===== config.mk =====
export PLATFORM = sky130hd
export DESIGN_NAME = core_run_ctrl
export DESIGN_NICKNAME = d
export VERILOG_FILES = /design/src/rtl/crc_pkg.sv /design/src/rtl/crc_settle_timer.sv /design/src/rtl/crc_state_seq.sv /design/src/rtl/crc_reg_view.sv /design/src/rtl/core_run_ctrl.sv
export SDC_FILE = /design/constraint.sdc
export NUM_CORES = 1
export LEC_CHECK = 0
export BUFFER_PORTS_ARGS = -buffer_cell sky130_fd_sc_hd__buf_2
export CORE_MARGIN = 1.5
export CORE_UTILIZATION = 43
export CTS_CLUSTER_SIZE = 30
export DETAILED_ROUTE_END_ITERATION = 7
export PLACE_DENSITY = 0.8
export SLEW_MARGIN = 10
export SYNTH_ARGS = -nofsm -noshare
export SYNTH_HDL_FRONTEND = slang
export SYNTH_SLANG_ARGS = --single-unit

===== constraint.sdc =====
create_clock -name clk -period 1.96 [get_ports clk]
set_input_delay 0.294 -clock clk [delete_from_list [all_inputs] [get_ports clk]]
set_output_delay 0.294 -clock clk [all_outputs]
set_load 0.02 [all_outputs]

===== src/rtl/crc_pkg.sv =====
// Package: shared encodings for the run-state controller.
// Assumes a word-addressed register window with three locations.
package crc_pkg;
    typedef enum logic [1:0] {
        CRC_ST_HELD  = 2'd0,
        CRC_ST_RUN   = 2'd1,
        CRC_ST_CLEAR = 2'd2,
        CRC_ST_PAUSE = 2'd3
    } crc_state_e;

    localparam int CRC_OFS_STATUS = 0;
    localparam int CRC_OFS_SOFTRST = 1;
    localparam int CRC_OFS_SETTLE = 2;

    localparam int CRC_BIT_READY = 2;
    localparam int CRC_BIT_IGNORED = 3;
    localparam int CRC_BIT_ARMED = 4;
endpackage


===== src/rtl/crc_settle_timer.sv =====
// Settle timer: counts down after each accepted state change; ready is high
// only while the count is zero. Assumes load and clear are never both high.
module crc_settle_timer #(
    parameter int CNT_W = 8
) (
    input  logic             clk,
    input  logic             rst_n,
    input  logic             load,
    input  logic             clear,
    input  logic [CNT_W-1:0] load_val,
    output logic             ready
);
    logic [CNT_W-1:0] cnt_q;

    // Count register: load on a new transition, clear on soft reset, else count down.
    always_ff @(posedge clk) begin
        if (!rst_n || clear) begin
            cnt_q <= '0;
        end else if (load) begin
            cnt_q <= load_val;
        end else if (cnt_q != '0) begin
            cnt_q <= cnt_q - 1'b1;
        end
    end

    assign ready = (cnt_q == '0);


    settle_drop_chk: assert property (@(posedge clk) disable iff (!rst_n)
        (load && !clear && load_val != '0) |=> !ready);

    ready_hold_chk: assert property (@(posedge clk) disable iff (!rst_n)
        (ready && !load) |=> ready);
endmodule


===== src/rtl/crc_state_seq.sv =====
// State sequencer: holds the two-bit run state, the clear-armed flag and the
// ignored-write flag. Assumes st_wr and softrst come from one decoded write.
module crc_state_seq
    import crc_pkg::*;
(
    input  logic       clk,
    input  logic       rst_n,
    input  logic       st_wr,
    input  logic [1:0] code,
    input  logic       ready,
    input  logic       softrst,
    output crc_state_e state,
    output logic       armed,
    output logic       ignored,
    output logic       start
);
    crc_state_e state_q, state_d, code_e;
    logic       armed_q, armed_d, ignored_q, accept;

    assign code_e = crc_state_e'(code);
    assign accept = st_wr && ready && !softrst;

    // Next-state rule for an accepted status write.
    always_comb begin
        state_d = state_q;
        armed_d = armed_q;
        start   = 1'b0;
        if (accept) begin
            if (state_q == CRC_ST_PAUSE) begin
                if (armed_q) begin
                    armed_d = 1'b0;
                    if (code_e == CRC_ST_CLEAR) begin
                        state_d = CRC_ST_HELD;
                        start   = 1'b1;
                    end
                end else if (code_e == CRC_ST_CLEAR) begin
                    armed_d = 1'b1;
                end else if (code_e != CRC_ST_HELD) begin
                    state_d = code_e;
                    start   = 1'b1;
                end
            end else if (code_e != CRC_ST_CLEAR) begin
                state_d = code_e;
                start   = 1'b1;
            end
        end
    end

    // State and flag registers; soft reset takes priority over any write.
    always_ff @(posedge clk) begin
        if (!rst_n || softrst) begin
            state_q   <= CRC_ST_HELD;
            armed_q   <= 1'b0;
            ignored_q <= 1'b0;
        end else begin
            state_q <= state_d;
            armed_q <= armed_d;
            if (st_wr && !ready) begin
                ignored_q <= 1'b1;
            end
        end
    end

    assign state   = state_q;
    assign armed   = armed_q;
    assign ignored = ignored_q;


    state_legal_chk: assert property (@(posedge clk) disable iff (!rst_n)
        state_q != CRC_ST_CLEAR);

    late_write_chk: assert property (@(posedge clk) disable iff (!rst_n)
        (st_wr && !ready && !softrst) |=> ($stable(state_q) && ignored_q));

    first_clear_chk: assert property (@(posedge clk) disable iff (!rst_n)
        (accept && state_q == CRC_ST_PAUSE && !armed_q && code_e == CRC_ST_CLEAR)
        |=> (state_q == CRC_ST_PAUSE && armed_q));

    broken_clear_chk: assert property (@(posedge clk) disable iff (!rst_n)
        (accept && state_q == CRC_ST_PAUSE && armed_q && code_e != CRC_ST_CLEAR)
        |=> (state_q == CRC_ST_PAUSE && !armed_q));

    softrst_chk: assert property (@(posedge clk) disable iff (!rst_n)
        softrst |=> (state_q == CRC_ST_HELD && !armed_q && !ignored_q));
endmodule


===== src/rtl/crc_reg_view.sv =====
// Read view: combinational read mux over the status, soft-reset and settle
// locations. Assumes reads have no side effects.
module crc_reg_view
    import crc_pkg::*;
#(
    parameter int ADDR_W = 4,
    parameter int CNT_W  = 8
) (
    input  logic [ADDR_W-1:0] addr,
    input  crc_state_e        state,
    input  logic              ready,
    input  logic              ignored,
    input  logic              armed,
    input  logic [CNT_W-1:0]  settle,
    output logic [31:0]       rdata
);
    // Select the word addressed by the bus.
    always_comb begin
        rdata = '0;
        if (addr == ADDR_W'(CRC_OFS_STATUS)) begin
            rdata[1:0]             = state;
            rdata[CRC_BIT_READY]   = ready;
            rdata[CRC_BIT_IGNORED] = ignored;
            rdata[CRC_BIT_ARMED]   = armed;
        end else if (addr == ADDR_W'(CRC_OFS_SETTLE)) begin
            rdata[CNT_W-1:0] = settle;
        end
    end
endmodule


===== src/rtl/core_run_ctrl.sv =====
// Top: decodes register writes, keeps the settle setting and drives the
// datapath state outputs. Assumes single-cycle register writes.
module core_run_ctrl
    import crc_pkg::*;
#(
    parameter int ADDR_W      = 4,
    parameter int CNT_W       = 8,
    parameter int SETTLE_INIT = 4
) (
    input  logic              clk,
    input  logic              rst_n,
    input  logic              reg_wr,
    input  logic [ADDR_W-1:0] reg_addr,
    input  logic [31:0]       reg_wdata,
    output logic [31:0]       reg_rdata,
    output logic              core_held,
    output logic              core_run,
    output logic              core_paused
);
    logic             st_wr, softrst, settle_wr, ready, armed, ignored, start;
    logic [CNT_W-1:0] settle_q;
    crc_state_e       state;
    logic             unused_wdata;

    assign unused_wdata = ^reg_wdata[31:CNT_W];
    assign st_wr     = reg_wr && (reg_addr == ADDR_W'(CRC_OFS_STATUS));
    assign softrst   = reg_wr && (reg_addr == ADDR_W'(CRC_OFS_SOFTRST)) && reg_wdata[0];
    assign settle_wr = reg_wr && (reg_addr == ADDR_W'(CRC_OFS_SETTLE));

    // Settle setting register.
    always_ff @(posedge clk) begin
        if (!rst_n) begin
            settle_q <= CNT_W'(SETTLE_INIT);
        end else if (settle_wr) begin
            settle_q <= reg_wdata[CNT_W-1:0];
        end
    end

    crc_state_seq u_seq (
        .clk     (clk),
        .rst_n   (rst_n),
        .st_wr   (st_wr),
        .code    (reg_wdata[1:0]),
        .ready   (ready),
        .softrst (softrst),
        .state   (state),
        .armed   (armed),
        .ignored (ignored),
        .start   (start)
    );

    crc_settle_timer #(.CNT_W(CNT_W)) u_timer (
        .clk      (clk),
        .rst_n    (rst_n),
        .load     (start),
        .clear    (softrst),
        .load_val (settle_q),
        .ready    (ready)
    );

    crc_reg_view #(.ADDR_W(ADDR_W), .CNT_W(CNT_W)) u_view (
        .addr    (reg_addr),
        .state   (state),
        .ready   (ready),
        .ignored (ignored),
        .armed   (armed),
        .settle  (settle_q),
        .rdata   (reg_rdata)
    );

    assign core_held   = (state == CRC_ST_HELD);
    assign core_run    = (state == CRC_ST_RUN);
    assign core_paused = (state == CRC_ST_PAUSE);


    one_output_chk: assert property (@(posedge clk) disable iff (!rst_n)
        $countones({core_held, core_run, core_paused}) == 1);

    softrst_ready_chk: assert property (@(posedge clk) disable iff (!rst_n)
        softrst |=> (core_held && reg_rdata[CRC_BIT_READY] == 1'b1) || reg_addr != '0);
endmodule


# Word level (Yosys, flattened, before mapping)
# Index checks and enable logic that the tools add are counted.
[op_classes] eq_ne=9 n_addsub=1 mux=19 reduce_logical=20
[op_table] op="two-way mux 8 bit" count=3
[op_table] op="two-way mux 2 bit" count=6
[op_table] op="zero test 8 bit" count=1
[op_table] op="two-way mux 1 bit" count=8
[op_table] op="nonzero test 8 bit" count=1
[op_table] op="subtractor 8 x 1 -> 8 bit (second input constant)" count=1
[op_table] op="logical AND 1 bit" count=7
[op_table] op="nonzero test 2 bit" count=3
[op_table] op="two-way mux 5 bit" count=1
[op_table] op="AND reduction 5 bit" count=1
[op_table] op="equality test 2 bit (second input constant)" count=2
[op_table] op="equality test 4 x 1 -> 1 bit (second input constant)" count=1
[op_table] op="equality test 4 x 2 -> 1 bit (second input constant)" count=1
[op_table] op="zero test 4 bit" count=1
[op_table] op="zero test 1 bit" count=3
[op_table] op="two-way mux 3 bit" count=1
[op_table] op="!= test 3 x 1 -> 1 bit (second input constant)" count=1
[op_table] op="!= test 3 x 2 -> 1 bit (second input constant)" count=1
[op_table] op="!= test 3 bit (second input constant)" count=1
[op_table] op="equality test 2 x 1 -> 1 bit (second input constant)" count=1
[op_table] op="zero test 2 bit" count=1
[op_table] op="!= test 2 bit (second input constant)" count=1
[op_table] op="AND reduction 2 bit" count=1
[op_table] op="logical OR 1 bit" count=1
[word_totals] register_bits=20 wordCells=54 out_inout_bits=35 in_bits=39

# Longest topological paths before layout
# Gate-level depths: netlist (run 1).
[depth] depth_word=7 mapped_depth=8 mapped_depth_nobuf=7

# By module
# A second synthesis (run 1) with hierarchy kept.
[unflattened] cells_unflattened=172 area_unflattened_um2=1390.1
[by_module_without_submodules] mod="crc_settle_timer" seq_area_each_um2=160.2 cells_per_inst=55 n_inst=1 area_per_inst_um2=449.2
[by_module_without_submodules] mod="core_run_ctrl" seq_area_each_um2=160.2 cells_per_inst=42 n_inst=1 area_per_inst_um2=391.6
[by_module_without_submodules] mod="crc_reg_view" seq_area_each_um2=0.0 cells_per_inst=41 n_inst=1 area_per_inst_um2=305.3
[by_module_without_submodules] mod="crc_state_seq" seq_area_each_um2=80.1 cells_per_inst=34 n_inst=1 area_per_inst_um2=244.0

# Worst setup path after synthesis (run 1)
# No wires, ideal clock.
[synth_timing] path_kind="register to output" start="register u_timer.cnt_q[0]" end="output reg_rdata[2]" stages_incl_launch_ff=8 slack_ps=178 path_buffers=0 arrival_ps=1488 cell_sequence="dfxtp_1 > inv_1 > ha_1 > nor3b_2 > nand2_1 > nor2_1 > a21oi_1 > nor2_1"
[synth_between] elab_chain_cells=2
[synth_rtl] element="from (decl)" line="crc_settle_timer.sv:13" text="logic [CNT_W-1:0] cnt_q;"
[synth_rtl] element="from (signal assigned)" line="crc_settle_timer.sv:20" text="cnt_q <= load_val;"
[synth_rtl] element="from (signal assigned)" line="crc_settle_timer.sv:22" text="cnt_q <= cnt_q - 1'b1;"
[synth_rtl] element="zero test 8 bit" line="crc_settle_timer.sv:26" text="assign ready = (cnt_q == '0);"
[synth_rtl] element="two-way mux 5 bit" line="crc_reg_view.sv:20" text="if (addr == ADDR_W'(CRC_OFS_STATUS)) begin"
[synth_rtl] element="to (decl)" line="core_run_ctrl.sv:15" text="output logic [31:0] reg_rdata,"
# Every way passes these cells.

# Worst setup path after layout (run 1)
[layout_timing] start="register u_timer.cnt_q[1]" end="output reg_rdata[2]"
# The elaborated chain is that of the path after synthesis.

==> run metrics, run 1 <==
CTS tree=yes; Setup Crit Path Kind=flip-flop to output port; wirelength, routed=2.64 mm; Setup WS post-layout=0.0264 ns; Comb power frac=49.9%; Leak=0.712 nW; drt via density=5.00; IO Port Bufs=25; Final Net Count=224; cell row count=19; DR iter-0 viols=21; # IOs=74; chip width=56.6 um; Die Area=3210 sq um; worst-path maximum fanout=3; Post-synth EDFFs=0; Antenna Cells=0; Critical Path Sink=reg_rdata[2]; Reg power frac=35.2%; first-pass GRT wire length=4.02 mm; initial antenna violation count=0; Starting Density=45.3%; Mapped Area=1240 sq um; Reg2Reg Depth=9; Max Slew Vio Count=0; clock share of power=14.9%; clock sink count=20; R2R Path End=u_timer.cnt_q[5]; pre-CTS setup slack=0.104 ns; status=complete, no violations; Seq/Total Area, Yosys=32.4%; largest net degree at the start of global routing=13; RSZ-0062 raised after global routing=true; worst setup path start=u_timer.cnt_q[1]; Hold Slack=0.197 ns; worst hold path type=input port to flip-flop; GRT overflow=0; CP Launch Type=flip-flop; area delta synth->final=16.4%; Synth cell types=35; Final Non-Filler Cells=214; die height=56.6 um; final hold vios=0; clk buf depth=2; Reg area=405 sq um; setup_tns=0 ns; synth warn=0; vias in the first global route=939; # setup viols final=0; clk_skew=0.00265 ns; core area=2730 sq um; most frequent cells in the layout=24 x conb_1, 24 x buf_2, 18 x dfxtp_1; final core utilization=52.7%; PwrDens=1120 nW/um^2; Max Cap Violations=0; R2R Setup Slk=0.11 ns; Avg Inst Size Synth=8.42 sq um; total power=1.61 mW; Antenna Nets Post-Route=0; clock slew at reported path FFs=0.11 ns; top achievable clock speed=517 MHz; Placed Instances=203; post-synthesis cell count=147; worst-skew pair later-pin latency=0.30 ns; first-pass iteration count of the detailed router=4; Int Pwr=1.00 mW; RD Place Congestion=0.808; Root Driver=clkbuf_4; via total after detailed routing=1069; Worst EP arrival=1.64 ns; Top FF cell, synth=dfxtp_1; htree depth=1; Worst Max-Slew Pin Slew=0.502 ns; register bit total from synthesis=20; DP Area=1320 sq um; Final Cell Area=1440 sq um; Net Sw Frac=37.5%; Critical R2R Launch=u_timer.cnt_q[1]; Routed wire per std cell=12.3 um; Tmin final=1.93 ns; total CTS buffers=3; Post-synth ARST share=0%; Detailed Place HPWL=1.91 mm; max_slew headroom=66.5%; Worst Setup End Kind=output port; share of layout cells above drive strength 1=27.3%; Req. time, crit path=1.67 ns; Net Sw Power=0.603 mW; post-route clock period utilization=98.7%; Multi-input gate area=732 sq um; GRT Total Usage=15.5%; # DRC=0; worst-case vdd ir drop=0.837 mV; Fillers=265
-- metal layers --
layer / track usage [%] / share of wire (%) / up-vias
met1: 20.6 / 45 / 506
met4: 6.12 / 1.1 / 0
met3: 1.61 / 3.3 / 4
met2: 25.6 / 50 / 28
met5: 0 / 0 / -
li1: - / - / 531
-- critical path, cell delays in order, from the launching register on --
cell and delay, ns:
dfxtp_2 0.35, inv_2 0.08, ha_4 0.13, nor3b_4 0.24, nand2_1 0.11, nor2_1 0.12, a21oi_1 0.05, nor2_1 0.11
buf_4 0.15
-- power groups by stage --
stage / logic (mW) / registers [mW] / clock network (mW)
floorplan: 0.490 / 0.540 / 0
global placement: 0.578 / 0.554 / 0
detailed placement: 0.601 / 0.556 / 0
CTS: 0.654 / 0.553 / 0.242
global route: 0.868 / 0.574 / 0.258
finish: 0.801 / 0.566 / 0.240
-- cell usage after synthesis, types with 2 or more instances --
master,instances,area share (%)
buf_4,25,15
dfxtp_1,20,32
nor2_1,17,5.2
mux2i_1,13,11
nand2_1,12,3.6
nor2b_1,8,4.0
a21oi_1,7,2.8
inv_1,4,1.2
nand3_1,4,1.6
a31oi_1,3,1.5
and3_1,3,1.5
clkbuf_1,2,0.61
nand2b_1,2,1.0
nor3_1,2,0.81
o21ai_0,2,0.81
o22a_1,2,1.4
or4_1,2,1.2
xnor2_1,2,1.4
-- worst min-delay path by stage --
stage,startpoint,depth (start not counted),end,slack (ns)
floorplan,rst_n,1,settle_q[2],0.36
global placement,u_seq.ignored,2,u_seq.ignored,0.44
detailed placement,settle_q[1],2,u_timer.cnt_q[1],0.46
CTS,reg_wdata[2],3,settle_q[2],0.20
global route,reg_wdata[2],3,settle_q[2],0.22
finish,reg_wdata[2],3,settle_q[2],0.20
-- final cells by class --
type / count / share of cell area [%]
clock buffer: 4 / 2.52
inverter: 4 / 1.22
multi-input combinational: 119 / 50.8
sequential: 20 / 28.1
tap: 31 / 2.69
timing repair buffer: 36 / 14.6
-- cells by family (layout without fill, tap and decap cells) --
family	count (synthesis)	after routing	share of synthesized area, %
other	1	24	0.303
AOI/OAI and AO/OA	20	20	10.5
and+or+nand+nor	59	59	26.9
DFF	20	20	32.4
buffers and inverters	31	44	17.0
xor gates and xnor gates	2	2	1.42
muxes	13	13	10.5
adders and majority gates	1	1	1.01
-- what timing repair did --
action                                  CTS  global route
pin swaps                                 0             4
buffers inserted                          1             6
resized for setup                         4             6
endpoints found under the setup margin    1             5
gates cloned                              0             0
hold buffers                              0             0
-- registers in the layout, indices dropped and copies added (netlist names) --
| register | flops |
|---|---|
| u_seq.ignored | 1 |
| u_timer.cnt_q | 8 |
| u_seq.armed | 1 |
| u_seq.state | 2 |
| settle_q | 8 |
(Power assumes the default switching activity.)
==> run 2, diff against run 1 <==
--- a/config.mk
+++ b/config.mk
@@ -11,6 +11,7 @@
 export CTS_CLUSTER_SIZE = 30
 export DETAILED_ROUTE_END_ITERATION = 7
 export PLACE_DENSITY = 0.8
+export REMOVE_ABC_BUFFERS = 1
 export SLEW_MARGIN = 10
 export SYNTH_ARGS = -nofsm -noshare
 export SYNTH_HDL_FRONTEND = slang
==> run 2 against run 1 <==
Effect of this change:
- clock power about the same
- wire length decreased by 7.9%
- worst setup slack got worse by 0.0046 ns
- clock skew increased by 0.0054 ns
- sequential cell count unchanged
- power decreased by 1.1%
- combinational power decreased by 0.7%
- register-to-register slack improved by 0.02 ns
- design area increased by 0.26%
- critical path type unchanged
- critical endpoint unchanged
- largest power group unchanged
==> run metrics, run 2 (synthesis gave the netlist of run 1 again) <==
status=complete, no violations (unchanged); Worst Setup End Kind=output port (unchanged); Routed wire per std cell=11.3 um (was 12.3 um); clk buf depth=2 (unchanged); die height=56.6 um (unchanged); first-pass GRT wire length=3.91 mm (was 4.02 mm); Root Driver=clkbuf_4 (unchanged); first-pass iteration count of the detailed router=4 (unchanged); drt via density=5.07 (was 5.00); # IOs=74 (unchanged); cell row count=19 (unchanged); post-route clock period utilization=98.9% (was 98.7%); DP Area=1320 sq um (unchanged); crit path max-delay cell type=dfxtp_2 (unchanged); CTS tree=yes (unchanged); Die Area=3210 sq um (unchanged); most frequent cells in the layout=24 x conb_1, 24 x buf_2, 18 x dfxtp_1 (unchanged); vias in the first global route=910 (was 939); clk_skew=0.00810 ns (was 0.00265 ns); share of layout cells above drive strength 1=27.3% (unchanged); Detailed Place HPWL=1.81 mm (was 1.91 mm); wirelength, routed=2.43 mm (was 2.64 mm); clock slew at reported path FFs=0.12 ns (was 0.11 ns); initial antenna violation count=0 (unchanged); Worst EP arrival=1.64 ns (about the same); final hold vios=0 (unchanged); Antenna Nets Post-Route=0 (unchanged); Max Cap Violations=0 (unchanged); GRT Total Usage=15.2% (was 15.5%); Final Cell Area=1440 sq um (about the same); CP Launch Type=flip-flop (unchanged); Tmin final=1.94 ns (was 1.93 ns); via total after detailed routing=1084 (was 1069); Leak=0.709 nW (was 0.712 nW); Crit path largest cell delay=0.35 ns (about the same); chip width=56.6 um (unchanged); IO Port Bufs=25 (unchanged); Max Slew Vio Count=0 (unchanged); worst path cell trace=inv_2 -> ha_4 -> nor3b_4 -> nand2_1 -> nor2_1 -> a21oi_1 -> nor2_1 -> buf_4 (unchanged); Req. time, crit path=1.67 ns (about the same); # setup viols final=0 (unchanged); Hold Slack=0.210 ns (was 0.197 ns); Hold Buf Count CTS=0 (unchanged); worst-case vdd ir drop=0.555 mV (was 0.837 mV); # DRC=0 (unchanged); Setup Crit Path Kind=flip-flop to output port (unchanged); total CTS buffers=3 (unchanged); Starting Density=45.3% (unchanged); Final Net Count=224 (unchanged); GRT overflow=0 (unchanged); PwrDens=1100 nW/um^2 (was 1120 nW/um^2); Antenna Cells=0 (unchanged); worst-skew pair later-pin latency=0.30 ns (about the same); DR iter-0 viols=42 (was 21); core area=2730 sq um (unchanged); clock sink count=20 (unchanged); htree depth=1 (unchanged); critical path's most frequent cell=nor2_1 (unchanged); RSZ-0062 raised after global routing=true (unchanged); area delta synth->final=16.7% (was 16.4%); RD Place Congestion=0.798 (was 0.808); top achievable clock speed=516 MHz (was 517 MHz); worst-path maximum fanout=3 (unchanged); worst hold path type=input port to flip-flop (unchanged); setup_tns=0 ns (unchanged); largest net degree at the start of global routing=13 (unchanged)
## run 2: cell count changes in the layout (fill, tap and decap cells not counted)
cell / previous run / this run
dfxtp_2: 1 / 2
dfxtp_4: 1 / 0
inv_2: 1 / 2
inv_4: 1 / 0
nand4_2: 1 / 0
nand4_4: 0 / 1
## run 2: path summary, 6_finish.rpt
path / start / endpoint / slack, ns / cells after the start
max: u_timer.cnt_q[0] / reg_rdata[2] / 0.02 / 8
min reg2reg: settle_q[1] / u_timer.cnt_q[1] / 0.48 / 2
max reg2reg: u_timer.cnt_q[0] / u_seq.armed / 0.13 / 8
min: reg_wdata[2] / settle_q[2] / 0.21 / 3
## run 2: report_power, final
group | switching [mW] | internal, mW | leakage [nW]
sequential | 0.0794 | 0.477 | 0.163
combinational | 0.384 | 0.411 | 0.525
clock | 0.125 | 0.113 | 0.0210
## run 2: timing repair
item,in CTS,in global routing
pin swaps,0,4
setup buffers,1,6
gates resized for setup,4,5
endpoints found under the setup margin,1,1
## run 2: final cells by class
| type | count | area [sq um] |
|---|---|---|
| multi-input cells | 119 | 741 |
| flip-flops and latches | 20 | 403 |
| fillers | 261 | 1290 |
| clock buffers | 4 | 36.3 |
| repair buffers | 36 | 210 |
| well taps | 31 | 38.8 |
| inverters | 4 | 15.0 |
## run 2: per-layer routing
metal,vias up,global-route usage (%),part of all wire [%]
met3,4,2.07,6.8
met5,-,0,0
met2,49,24.1,46
met4,0,4.08,0.78
met1,496,21.5,46
li1,535,-,-
## run 2: through the flow
stage	utilization (%)	instances	power, mW	setup WS [ns]
after floorplan	-	143	0.988	0.190
after global placement	48.4	203	1.13	0.221
after detailed placement	48.4	203	1.14	0.206
after CTS	50.4	208	1.44	0.000422
after global routing	52.8	214	1.71	-0.0992
final	52.8	214	1.59	0.0218
## run 2: critical path: cells and delay by family, from the launching register on
family / cells / cell delay (ns)
compound gates: 1 / 0.05
fa+ha+maj: 1 / 0.14
buf+inv: 2 / 0.25
flops: 1 / 0.35
simple gates: 4 / 0.56
